**config.mk**
```make
export PLATFORM = sky130hd
export DESIGN_NAME = dmr_dir_miss_ctrl
export DESIGN_NICKNAME = d
export VERILOG_FILES = /design/src/rtl/dmr_pkg.sv /design/src/rtl/dmr_pad_hold.sv /design/src/rtl/dmr_pair_ctr_bank.sv /design/src/rtl/dmr_dir_miss_ctrl.sv
export SDC_FILE = /design/constraint.sdc
export NUM_CORES = 1
export LEC_CHECK = 0
export CAP_MARGIN = 25
export CORE_ASPECT_RATIO = 1.2
export CORE_UTILIZATION = 55
export DETAILED_ROUTE_END_ITERATION = 8
export PLACE_DENSITY = 0.87
export SETUP_SLACK_MARGIN = 0.2
export SYNTH_ARGS = -nofsm -noshare
export SYNTH_HDL_FRONTEND = slang
export SYNTH_SLANG_ARGS = --single-unit
```
**constraint.sdc**
```tcl
create_clock -name clk -period 8 [get_ports clk]
set_input_delay 0.8 -clock clk [delete_from_list [all_inputs] [get_ports clk]]
set_output_delay 0.8 -clock clk [all_outputs]
set_load 0.02 [all_outputs]
```
**src/rtl/dmr_pkg.sv**
```systemverilog
package dmr_pkg;
   typedef enum logic [1:0] {
      COH_I = 2'd0,
      COH_S = 2'd1,
      COH_O = 2'd2,
      COH_M = 2'd3
   } coh_e;

   typedef enum logic [2:0] {
      ST_IDLE,
      ST_REPLY,
      ST_FETCH,
      ST_PADW,
      ST_CMP,
      ST_CWAIT,
      ST_SEND
   } ctl_e;
endpackage

```
**src/rtl/dmr_pad_hold.sv**
```systemverilog
module dmr_pad_hold #(
   parameter int W = 32
) (
   input  logic         clk,
   input  logic         rst_n,
   input  logic         clr,
   input  logic         ld,
   input  logic [W-1:0] din,
   output logic         rdy,
   output logic [W-1:0] q
);
   always_ff @(posedge clk) begin
      if (!rst_n) begin
         rdy <= 1'b0;
         q   <= '0;
      end else if (clr) begin
         rdy <= 1'b0;
      end else if (ld) begin
         rdy <= 1'b1;
         q   <= din;
      end
   end
endmodule

```
**src/rtl/dmr_pair_ctr_bank.sv**
```systemverilog
module dmr_pair_ctr_bank #(
   parameter int NODES  = 8,
   parameter int NODE_W = 3,
   parameter int CTR_W  = 16
) (
   input  logic              clk,
   input  logic              rst_n,
   input  logic              inc,
   input  logic [NODE_W-1:0] sel,
   output logic [CTR_W-1:0]  cnt_sel
);
   localparam logic [CTR_W-1:0] STEP = CTR_W'(1);

   logic [CTR_W-1:0] cnt [NODES];

   for (genvar i = 0; i < NODES; i++) begin : g_ctr
      always_ff @(posedge clk) begin
         if (!rst_n)
            cnt[i] <= '0;
         else if (inc && (sel == NODE_W'(i)))
            cnt[i] <= cnt[i] + STEP;
      end
   end

   always_comb begin
      cnt_sel = '0;
      for (int k = 0; k < NODES; k++)
         if (sel == NODE_W'(k)) cnt_sel = cnt[k];
   end

   AST_PAIR_STEP: assert property (@(posedge clk) disable iff (!rst_n)
      inc |=> cnt_sel == $past(cnt_sel) + STEP);
endmodule

```
**src/rtl/dmr_dir_miss_ctrl.sv**
```systemverilog
module dmr_dir_miss_ctrl
   import dmr_pkg::*;
#(
   parameter int NODES  = 8,
   parameter int NODE_W = 3,
   parameter int ADDR_W = 16,
   parameter int DATA_W = 32,
   parameter int CTR_W  = 16,
   parameter int DIR_ID = 0
) (
   input  logic              clk,
   input  logic              rst_n,
   input  logic              req_valid,
   output logic              req_ready,
   input  logic [NODE_W-1:0] req_src,
   input  logic [ADDR_W-1:0] req_addr,
   output logic [ADDR_W-1:0] lk_addr,
   input  logic [1:0]        lk_state,
   input  logic              lk_match,
   input  logic [NODE_W-1:0] lk_owner,
   input  logic [CTR_W-1:0]  lk_blk_ctr,
   output logic              reply_valid,
   output logic [NODE_W-1:0] reply_dst,
   output logic [NODE_W-1:0] reply_supplier,
   output logic              reply_match,
   output logic              fwd_valid,
   output logic [NODE_W-1:0] fwd_dst,
   output logic [NODE_W-1:0] fwd_req,
   output logic [ADDR_W-1:0] fwd_addr,
   output logic              mem_req_valid,
   output logic [ADDR_W-1:0] mem_req_addr,
   input  logic              mem_rsp_valid,
   input  logic [DATA_W-1:0] mem_rsp_data,
   output logic              blk_pad_req,
   output logic [CTR_W-1:0]  blk_pad_ctr,
   output logic [ADDR_W-1:0] blk_pad_addr,
   input  logic              blk_pad_valid,
   input  logic [DATA_W-1:0] blk_pad,
   output logic              pair_pad_req,
   output logic [CTR_W-1:0]  pair_pad_ctr,
   output logic [NODE_W-1:0] pair_pad_peer,
   input  logic              pair_pad_valid,
   input  logic [DATA_W-1:0] pair_pad,
   output logic              cmp_req_valid,
   output logic [DATA_W-1:0] cmp_in,
   input  logic              cmp_rsp_valid,
   input  logic [DATA_W-1:0] cmp_out,
   output logic              data_valid,
   output logic [NODE_W-1:0] data_dst,
   output logic [DATA_W-1:0] data_payload
);
   localparam logic [NODE_W-1:0] SELF = NODE_W'(DIR_ID);

   if (NODES < 2 || NODES > (1 << NODE_W) || DIR_ID >= NODES ||
       ADDR_W < 1 || DATA_W < 1 || CTR_W < 1) begin : g_bad_cfg
      initial $fatal(1, "dmr_dir_miss_ctrl: inconsistent parameters");
   end

   ctl_e              st;
   logic [NODE_W-1:0] src_q, sup_q;
   logic [ADDR_W-1:0] addr_q;
   logic [CTR_W-1:0]  bctr_q;
   logic [DATA_W-1:0] mem_q, out_q;
   logic              match_q, own_q;
   logic              acc, own_in, blk_rdy, pair_rdy, blk_ok, pair_ok, busy;
   logic [DATA_W-1:0] blk_q, pair_q;

   assign acc     = req_valid && req_ready;
   assign own_in  = (coh_e'(lk_state) == COH_O) || (coh_e'(lk_state) == COH_M);
   assign busy    = (st != ST_IDLE);
   assign blk_ok  = blk_rdy  || blk_pad_valid;
   assign pair_ok = pair_rdy || pair_pad_valid;

   dmr_pad_hold #(.W(DATA_W)) u_blk_hold (
      .clk(clk), .rst_n(rst_n), .clr(acc), .ld(blk_pad_valid && busy),
      .din(blk_pad), .rdy(blk_rdy), .q(blk_q));

   dmr_pad_hold #(.W(DATA_W)) u_pair_hold (
      .clk(clk), .rst_n(rst_n), .clr(acc), .ld(pair_pad_valid && busy),
      .din(pair_pad), .rdy(pair_rdy), .q(pair_q));

   dmr_pair_ctr_bank #(.NODES(NODES), .NODE_W(NODE_W), .CTR_W(CTR_W)) u_ctrs (
      .clk(clk), .rst_n(rst_n), .inc(st == ST_SEND), .sel(src_q),
      .cnt_sel(pair_pad_ctr));

   always_ff @(posedge clk) begin
      if (!rst_n) begin
         st      <= ST_IDLE;
         src_q   <= '0;
         sup_q   <= '0;
         addr_q  <= '0;
         bctr_q  <= '0;
         mem_q   <= '0;
         out_q   <= '0;
         match_q <= 1'b0;
         own_q   <= 1'b0;
      end else begin
         unique case (st)
            ST_IDLE: if (acc) begin
               src_q   <= req_src;
               addr_q  <= req_addr;
               match_q <= lk_match;
               own_q   <= own_in;
               sup_q   <= own_in ? lk_owner : SELF;
               bctr_q  <= lk_blk_ctr;
               st      <= ST_REPLY;
            end
            ST_REPLY: st <= (match_q || own_q) ? ST_IDLE : ST_FETCH;
            ST_FETCH: if (mem_rsp_valid) begin
               mem_q <= mem_rsp_data;
               st    <= (blk_ok && pair_ok) ? ST_CMP : ST_PADW;
            end
            ST_PADW: if (blk_ok && pair_ok) st <= ST_CMP;
            ST_CMP:  st <= ST_CWAIT;
            ST_CWAIT: if (cmp_rsp_valid) begin
               out_q <= cmp_out ^ pair_q;
               st    <= ST_SEND;
            end
            ST_SEND: st <= ST_IDLE;
            default: st <= ST_IDLE;
         endcase
      end
   end

   assign req_ready      = (st == ST_IDLE);
   assign lk_addr        = req_addr;
   assign reply_valid    = (st == ST_REPLY);
   assign reply_dst      = src_q;
   assign reply_supplier = sup_q;
   assign reply_match    = match_q;
   assign fwd_valid      = reply_valid && own_q && !match_q;
   assign fwd_dst        = sup_q;
   assign fwd_req        = src_q;
   assign fwd_addr       = addr_q;
   assign mem_req_valid  = reply_valid && !own_q && !match_q;
   assign mem_req_addr   = addr_q;
   assign blk_pad_req    = mem_req_valid;
   assign blk_pad_ctr    = bctr_q;
   assign blk_pad_addr   = addr_q;
   assign pair_pad_req   = mem_req_valid;
   assign pair_pad_peer  = src_q;
   assign cmp_req_valid  = (st == ST_CMP);
   assign cmp_in         = mem_q ^ blk_q;
   assign data_valid     = (st == ST_SEND);
   assign data_dst       = src_q;
   assign data_payload   = out_q;

   AST_REPLY_NEXT: assert property (@(posedge clk) disable iff (!rst_n)
      acc |=> reply_valid && reply_match == $past(lk_match));
   AST_DIR_SUPPLIES: assert property (@(posedge clk) disable iff (!rst_n)
      acc && (lk_state == COH_I || lk_state == COH_S) |=> reply_supplier == SELF);
   AST_FWD_OWNER: assert property (@(posedge clk) disable iff (!rst_n)
      acc && (lk_state == COH_O || lk_state == COH_M) && !lk_match
      |=> fwd_valid && fwd_dst == $past(lk_owner) && !mem_req_valid);
   AST_MATCH_ENDS: assert property (@(posedge clk) disable iff (!rst_n)
      reply_valid && reply_match |=> req_ready);
   AST_FETCH_LAUNCH: assert property (@(posedge clk) disable iff (!rst_n)
      acc && (lk_state == COH_I || lk_state == COH_S) && !lk_match
      |=> mem_req_valid && blk_pad_ctr == $past(lk_blk_ctr));
   AST_ONE_INFLIGHT: assert property (@(posedge clk) disable iff (!rst_n)
      acc |=> !req_ready);
   AST_CMP_PADS_READY: assert property (@(posedge clk) disable iff (!rst_n)
      cmp_req_valid |-> blk_rdy && pair_rdy);
endmodule

```
# == Word level (Yosys, flattened, before mapping) ==
# Memories as Yosys holds them, arrays and structs flattened.
# Cells that the tools add are included.
# totals
regBits,173
ram_bits,128
inputBits,176
output_inout_bits,187
wordCells,134
memories,1
# op_classes
addsub,8
eq_ne,19
muxes,49
bitwise_logic,12
n_reduce_logical,32
# mem_list
memory,depth,word_bits,read_ports,rd_ports_with_merged_regs,write_ports,line,source
u_ctrs.cnt,8,16,8,0,8,dmr_pair_ctr_bank.sv:14,logic [CTR_W-1:0] cnt [NODES];
# op_table
cell,n
16-bit 2-to-1 mux,16
16-bit by 1-bit adder with 16-bit output (second input constant),8
32-bit bitwise XOR,2
1-bit 2-to-1 mux,25
3-bit equality test (second input constant),7
3-bit 2-to-1 mux,6
3-bit one-hot mux with 6 select lines,1
1-bit logical AND,16
3-bit by 2-bit equality test with 1-bit output (second input constant),4
2-bit AND reduction,5
1-bit bitwise OR,8
3-bit by 1-bit equality test with 1-bit output (second input constant),2
3-bit logical NOT,2
2-bit != test (second input constant),3
2-bit equality test (second input constant),2
1-bit logical OR,4
4-bit AND reduction,1
3-bit nonzero test,1
1-bit logical NOT,2
2-bit 2-to-1 mux,1
2-bit by 1-bit != test with 1-bit output (second input constant),1
1-bit inverter,2
2-bit OR reduction,1

# == Depth between registers and ports, before layout ==
# Gate-level depths: netlist (run 1).
# depth
ltp_word,9
ltp_mapped,7
mapped_depth_nobuf,5

# == Modules after synthesis ==
# Synthesis (run 1) repeated with hierarchy kept, for this count alone.
# hier_totals
cells_unflattened,1649
area_unflattened_um2,15325.9
# by_module_without_submodules
module,n_inst,cells_each,area_each_um2,seq_area_each_um2
dmr_pair_ctr_bank,1,782,7797.5,3843.7
dmr_dir_miss_ctrl,1,581,4820.9,2142.1
dmr_pad_hold,2,143,1353.8,660.6

# == Worst setup path after synthesis (run 1) ==
# Ideal clock, no wire load.
# synth_timing
kind,flip-flop to flip-flop
startpoint,"reg src_q[0], in the netlist data_dst[0]"
endpoint,"mem u_ctrs.cnt[5][0], in the netlist u_ctrs.cnt[1][16], enable pin"
setup_ps,435
t_arrival_ps,2797
t_required_ps,7565
slack_ps,4767
stages_incl_launch_ff,5
path_buffers,2
synth_period_minus_slack_ps,3233
cell_sequence,dfxtp_1 buf_4 inv_1 clkbuf_1 o41ai_1
# synth_rtl
item,line,source
"start, declared",dmr_dir_miss_ctrl.sv:60,"logic [NODE_W-1:0] src_q, sup_q;"
"start signal, assigned",dmr_dir_miss_ctrl.sv:100,src_q <= req_src;
"end, declared",dmr_pair_ctr_bank.sv:14,

# == Final worst setup path (run 1) ==
# layout_timing
startpoint,"reg src_q[1], in the netlist data_dst[1]"
endpoint,out pair_pad_ctr[8]
# layout_via
elab_chain_cells,9
elab_cells_between_ends,16
cone_classes,eq/ne: 7; mux: 8; reduce/logical: 1
# layout_lines
item,line,source
3-bit logical NOT,dmr_pair_ctr_bank.sv:28,if (sel == NODE_W'(k)) cnt_sel = cnt[k];
16-bit 2-to-1 mux (7 in a row),dmr_pair_ctr_bank.sv:28,
16-bit 2-to-1 mux (*),dmr_pair_ctr_bank.sv:28,
"end, declared",dmr_dir_miss_ctrl.sv:40,"output logic [CTR_W-1:0] pair_pad_ctr,"
# Mark *: on every way between the ends. The rest lies on a longest branch, timed or not.

==> impl_metrics.ini, run 1 <==
[status]
status = finished clean

[worst_hold_path]
hp-class = flop to flop
worstHoldStart = u_pair_hold.q[8]

[clock_network]
cts_tree = yes
clk_latency_ns = 0.57
cts.sinks = 301
cts_hold_buf = 0
cts_root_buffer = clkbuf_16
post_cts_resized = 0
clockBufferDepth = 3
cts.htree.levels = 1
cts_buffers = 30
cts.clk_slew.worst_paths_ns = 0.06
postCtsSetupRepairBufs = 0

[sta]
slew_violations = 0
fin_skew_ns = 0.02393
post-route-min-period_ns = 4.230
setup_viol = 0
period_share_pct = 52.88
fmax_mhz = 236.4
rsz0062_at_grt = no
finalSetupTns_ns = 0
relSlewSlack_pct = 39.26
finalHoldViolations = 0
tightest_slew_ns = 0.9111

[detailed_routing]
num_vias = 13310
drt-initial-drc-count = 1177
ant_nets = 0
postRouteWirelength_um = 43870
drt_pass1_iterations = 5
drc = 0
drt-wirelength-per-cell_um = 19.16
via_per_inst = 5.810

[synthesis]
yosys.area.top_type = edfxtp_1
yosys_warnings = 0
syn-cell-area_mm2 = 0.01532
syn_avg_cell_area_um2 = 9.166
ys_top_cells_by_area = edfxtp_1, dfxtp_1, nand2_1
yosys.area_share.adder_pct = 0.6535
synth_mux_area_share_pct = 1.969
yosys.area.top_type_share_pct = 25.09
synth_simple_gate_area_share_pct = 20.73
synthesis.nets = 1855
synth_top_family_by_area = simple AND/OR/NAND/NOR gates
synthFlopType = dfxtp_1
postSynthCellCount = 1671
synth_edf_count = 128
synth_cell_types = 56
synth.yosys.seq_area_share_pct = 47.70
async_flop_share_pct = 0
synth_compound_area_share_pct = 14.26
ys_ff_latch = 301
synth_xor_xnor_area_share_pct = 8.520

[global_route]
grt_overflow = 0
grt_pass1_vias = 12760
grt_max_degree = 100
grt_usage_pct = 30.29
antenna_found_initial = 2
grt_pass1_wl_um = 68350

[floorplanning]
pin_count = 363
initial_core_util_pct = 56.21
num_rows = 66
core_mm2 = 0.02725
dieArea_mm2 = 0.02852
die_h_um = 184.8
die_w_um = 154.3

[placed_design]
io_buffers = 361
gp_congestion = 0.9800
dpl.hpwl_um = 31180

[critical_path]
rr_startpoint = data_dst[0]
crit_fanout = 54
critPathRequiredTime_ns = 7.20
path_class = flop to output port
startpoint = data_dst[1]
worstSetupStartpointType = flop
cp.arrival_ns = 3.43
cp-end-kind = output port

[final_layout]
final_common_cell = nand2_1
multi_input_area_mm2 = 0.007107
drive_gt1_share_pct = 4.926
nets = 2110
nFillCells = 2000
area_delta_synth_final_pct = 28.59
layout_common_cells = nand2_1, clkdlybuf4s50_1, dfxtp_1, a21boi_0, edfxtp_1
seqCellArea_mm2 = 0.007311
utilization_pct = 72.28

[pwr]
clockPowerShare_pct = 34.6
p_int_mw = 2.924
combPwrFrac_pct = 21.8
seq_power_share_pct = 43.6
peakVddDrop_uv = 185.2
switching_share_pct = 28.90
powerDensity_mw_per_mm2 = 208.8
p_leak_nw = 7.128
p_sw_mw = 1.189

[job]
drv_cap = 0
[power groups by stage]
stage / Clock (mW) / Combinational (mW) / Sequential, mW
finish: 1.42 / 0.897 / 1.79
global route: 1.50 / 0.955 / 1.80
CTS: 1.45 / 0.894 / 1.79
detailed placement: 0 / 0.888 / 1.82
global placement: 0 / 0.876 / 1.82
floorplan: 0 / 0.495 / 1.82
[final cells by class]
type                       count  share of cell area (%)
antenna                        1                 0.01270
multi-input combinational   1194                   36.08
timing repair buffer         384                   19.21
clock buffer                  44                   4.841
inverter                      15                  0.2859
tap                          340                   2.160
sequential                   301                   37.12
clock inverter                11                  0.2922
[cell families (layout without fill, tap and decap cells)]
family,after synthesis,in the layout
AND/OR/NAND/NOR,709,709
AO/OA/AOI/OAI,308,308
flip-flops,301,301
buffers and inverters,176,454
XOR/XNOR,149,149
multiplexers,20,20
adder cells (fa/ha/maj),8,8
other,0,1
[metrics by stage]
step           hold WS [ns]  instances  total power [mW]  instance area, um^2  worst slack, ns
5_1_grt              0.4917       2290             4.261                19700            3.613
6_report             0.4640       2290             4.113                19700            3.770
4_1_cts              0.4666       2289             4.130                19690            3.810
2_1_floorplan        0.4407       1671             2.318                15320            4.767
3_3_place_gp         0.4527       2233             2.693                18680            4.037
3_5_place_dp         0.4575       2234             2.712                18680            4.406
[routing by layer]
layer | global-route usage [%] | vias to the layer above | part of all wire (%)
li1 | - | 6252 | -
met1 | 35.51 | 6301 | 37
met2 | 51.71 | 625 | 49
met3 | 8.868 | 126 | 10
met4 | 13.07 | 2 | 4.2
met5 | 0 | - | 0.032
[critical path, stage by stage (launching register included)]
cell	delay (ns)
dfxtp_2	0.31
buf_4	0.49
inv_1	0.41
nor3_1	0.54
buf_4	0.26
a221o_1	0.22
clkdlybuf4s50_1	0.62
[Yosys cell counts (all sizes together), types with 12 or more instances]
| cell type | number |
|---|---|
| xnor2 | 75 |
| inv | 14 |
| a21oi | 40 |
| nor2 | 119 |
| clkbuf | 59 |
| nor4 | 14 |
| edfxtp | 128 |
| nand3 | 50 |
| a21boi | 136 |
| buf | 102 |
| nand4 | 33 |
| dfxtp | 173 |
| o21ai | 50 |
| nand2 | 380 |
| o211a | 32 |
| or3 | 19 |
| nor3 | 20 |
| xor2 | 74 |
| and4 | 12 |
| and2 | 13 |
[state kept, by name (all words and copies together) (netlist names), 16 cells and up]
name,count
mem_q,32
u_blk_hold.q,32
data_payload,32
blk_pad_ctr,16
u_ctrs.cnt,128
u_pair_hold.q,32
blk_pad_addr,16
[worst paths after layout]
check / endpoint / slack (ns) / cells after the start
hold reg to reg: u_pair_hold.q[8] / 0.46 / 2
hold / removal: u_pair_hold.q[8] / 0.46 / 2
setup / recovery: pair_pad_ctr[8] / 3.77 / 6
setup reg to reg: u_ctrs.cnt[0][25] / 5.17 / 5
Power figures use the tool's default switching activity.
==> run 2, diff against run 1 <==
--- a/config.mk
+++ b/config.mk
@@ -7,9 +7,9 @@
 export LEC_CHECK = 0
 export CAP_MARGIN = 25
 export CORE_ASPECT_RATIO = 1.2
-export CORE_UTILIZATION = 55
+export CORE_UTILIZATION = 51
 export DETAILED_ROUTE_END_ITERATION = 8
-export PLACE_DENSITY = 0.87
+export PLACE_DENSITY = 0.82
 export SETUP_SLACK_MARGIN = 0.2
 export SYNTH_ARGS = -nofsm -noshare
 export SYNTH_HDL_FRONTEND = slang
==> constraint.sdc (replaced) <==
create_clock -name clk -period 4.4 [get_ports clk]
set_input_delay 0.44 -clock clk [delete_from_list [all_inputs] [get_ports clk]]
set_output_delay 0.44 -clock clk [all_outputs]
set_load 0.02 [all_outputs]
==> run 2 against run 1 <==
- global-route usage down 0.95 points
- first-iteration DRC count down 4.0%
- critical path type unchanged
- highest routed layer unchanged
- largest cell class unchanged
- cell area up 1.2%
- core utilization down 5.0 points
- hold slack worse by 0.0054 ns
- sequential share of layout area down 0.44 points
==> impl_metrics.ini, run 2 (synthesis gave the netlist of run 1 again) <==
[status]
status = finished clean

[pwr]
switching_share_pct = 28.51
p_sw_mw = 2.234
clockPowerShare_pct = 37.5
p_int_mw = 5.602
combPwrFrac_pct = 20.5
seq_power_share_pct = 42.0
powerDensity_mw_per_mm2 = 393.1
p_leak_nw = 7.205
peakVddDrop_uv = 304.6

[global_route]
grt_usage_pct = 29.34
antenna_found_initial = 6
grt_pass1_wl_um = 70090
grt_max_degree = 108
grt_overflow = 0
grt_pass1_vias = 12810

[final_layout]
final_cell_count_no_fill = 2347
largest_reg_flops = 128
final_common_cell = nand2_1
drive_gt1_share_pct = 5.271
nFillCells = 2285
stdcell_area_mm2 = 0.01993
regMostFlops = u_ctrs.cnt
nets = 2113
layout_common_cells = nand2_1, clkdlybuf4s50_1, dfxtp_1, a21boi_0, edfxtp_1
area_delta_synth_final_pct = 30.14
seqCellArea_mm2 = 0.007311
multi_input_area_mm2 = 0.007111
utilization_pct = 67.32

[critical_path]
worstSetupStartpointType = flop
crit_family = flip-flops
path_class = flop to output port
critPathMaxStageDelay_ns = 0.82
cp.arrival_ns = 3.33
crit_chain = nand3b_1 > o21ai_0 > a211oi_1 > o21ai_0 > clkdlybuf4s50_1
worst-path-buf-inv = 1
critPathRequiredTime_ns = 3.96
slowest_stage = dfxtp_2
cp_common_cell = o21ai_0
r2r_setup_slack_ns = 1.57
crit_fanout = 37
cp-end-kind = output port

[clock_network]
cts.sinks = 301
post_cts_resized = 0
clockBufferDepth = 3
cts_hold_buf = 0
postCtsSetupRepairBufs = 0
clk_latency_ns = 0.52
cts.htree.levels = 2
cts_root_buffer = clkbuf_16
cts_tree = yes
cts.clk_slew.worst_paths_ns = 0.06
cts_buffers = 34

[job]
drv_cap = 0

[floorplanning]
dieArea_mm2 = 0.03073
core_mm2 = 0.02961
num_rows = 69
initial_core_util_pct = 51.73
die_h_um = 191.8
pin_count = 363
die_w_um = 160.2

[worst_hold_path]
hp-class = input pin to flop

[detailed_routing]
num_vias = 13390
drc = 0
drt_pass1_iterations = 6
ant_nets = 0
postRouteWirelength_um = 46120
drt-initial-drc-count = 1130
via_per_inst = 5.707
drt-wirelength-per-cell_um = 19.65

[sta]
post-route-min-period_ns = 3.768
period_share_pct = 85.65
setup_viol = 0
rsz0062_at_grt = no
tightest_slew_ns = 0.9766
finalHoldViolations = 0
fmax_mhz = 265.4
finalSetupTns_ns = 0
relSlewSlack_pct = 34.74
slew_violations = 0
fin_skew_ns = 0.02296

[placed_design]
placed_cell_area_mm2 = 0.01875
dpl.hpwl_um = 33170
dp_cells = 2283
io_buffers = 361
gp_congestion = 0.9467
==> run 2: per-layer routing <==
metal | GRT usage, % | share of wire [%] | vias to the layer above
met5 | 0 | 0.067 | -
met4 | 15.57 | 5.7 | 6
met3 | 8.659 | 9.4 | 146
met2 | 50.59 | 48 | 626
met1 | 32.75 | 37 | 6376
li1 | - | - | 6240
==> run 2: area by class of cell <==
class / count / share of cell area [%]
clock inverters: 11 / 0.6214
multi-input cells: 1194 / 35.67
clock buffers: 50 / 5.285
well taps: 390 / 2.448
inverters: 15 / 0.2825
diodes: 3 / 0.03766
repair buffers: 383 / 18.98
flip-flops and latches: 301 / 36.67
==> run 2: through the flow <==
stage | power [mW] | setup WS [ns] | hold slack [ns]
global route | 8.102 | 0.4685 | 0.4516
finish | 7.837 | 0.6315 | 0.4586
CTS | 7.862 | 0.6700 | 0.4477
floorplan | 4.214 | 1.167 | 0.4407
global placement | 4.901 | 1.348 | 0.4498
detailed placement | 4.935 | 1.250 | 0.4593
==> run 2: worst paths after layout <==
kind | from | cells after the start | to
setup / recovery | data_dst[0] | 5 | pair_pad_ctr[10]
hold / removal | pair_pad[8] | 3 | u_pair_hold.q[8]
setup reg to reg | data_dst[0] | 4 | u_ctrs.cnt[0][25]
hold reg to reg | u_pair_hold.q[1] | 2 | u_pair_hold.q[1]
==> run 2: power groups by stage <==
stage / logic (mW) / registers [mW] / clock network (mW)
6_report: 1.61 / 3.29 / 2.94
5_1_grt: 1.71 / 3.31 / 3.08
4_1_cts: 1.60 / 3.29 / 2.97
3_5_place_dp: 1.59 / 3.35 / 0
3_3_place_gp: 1.56 / 3.34 / 0
2_1_floorplan: 0.900 / 3.31 / 0
==> run 2: worst register-to-register path, stage by stage, from the launching register on <==
cell and delay, ns:
dfxtp_2 0.82, nor2b_1 0.54, nand3_1 0.59, or4_1 0.67
nand2_1 0.08
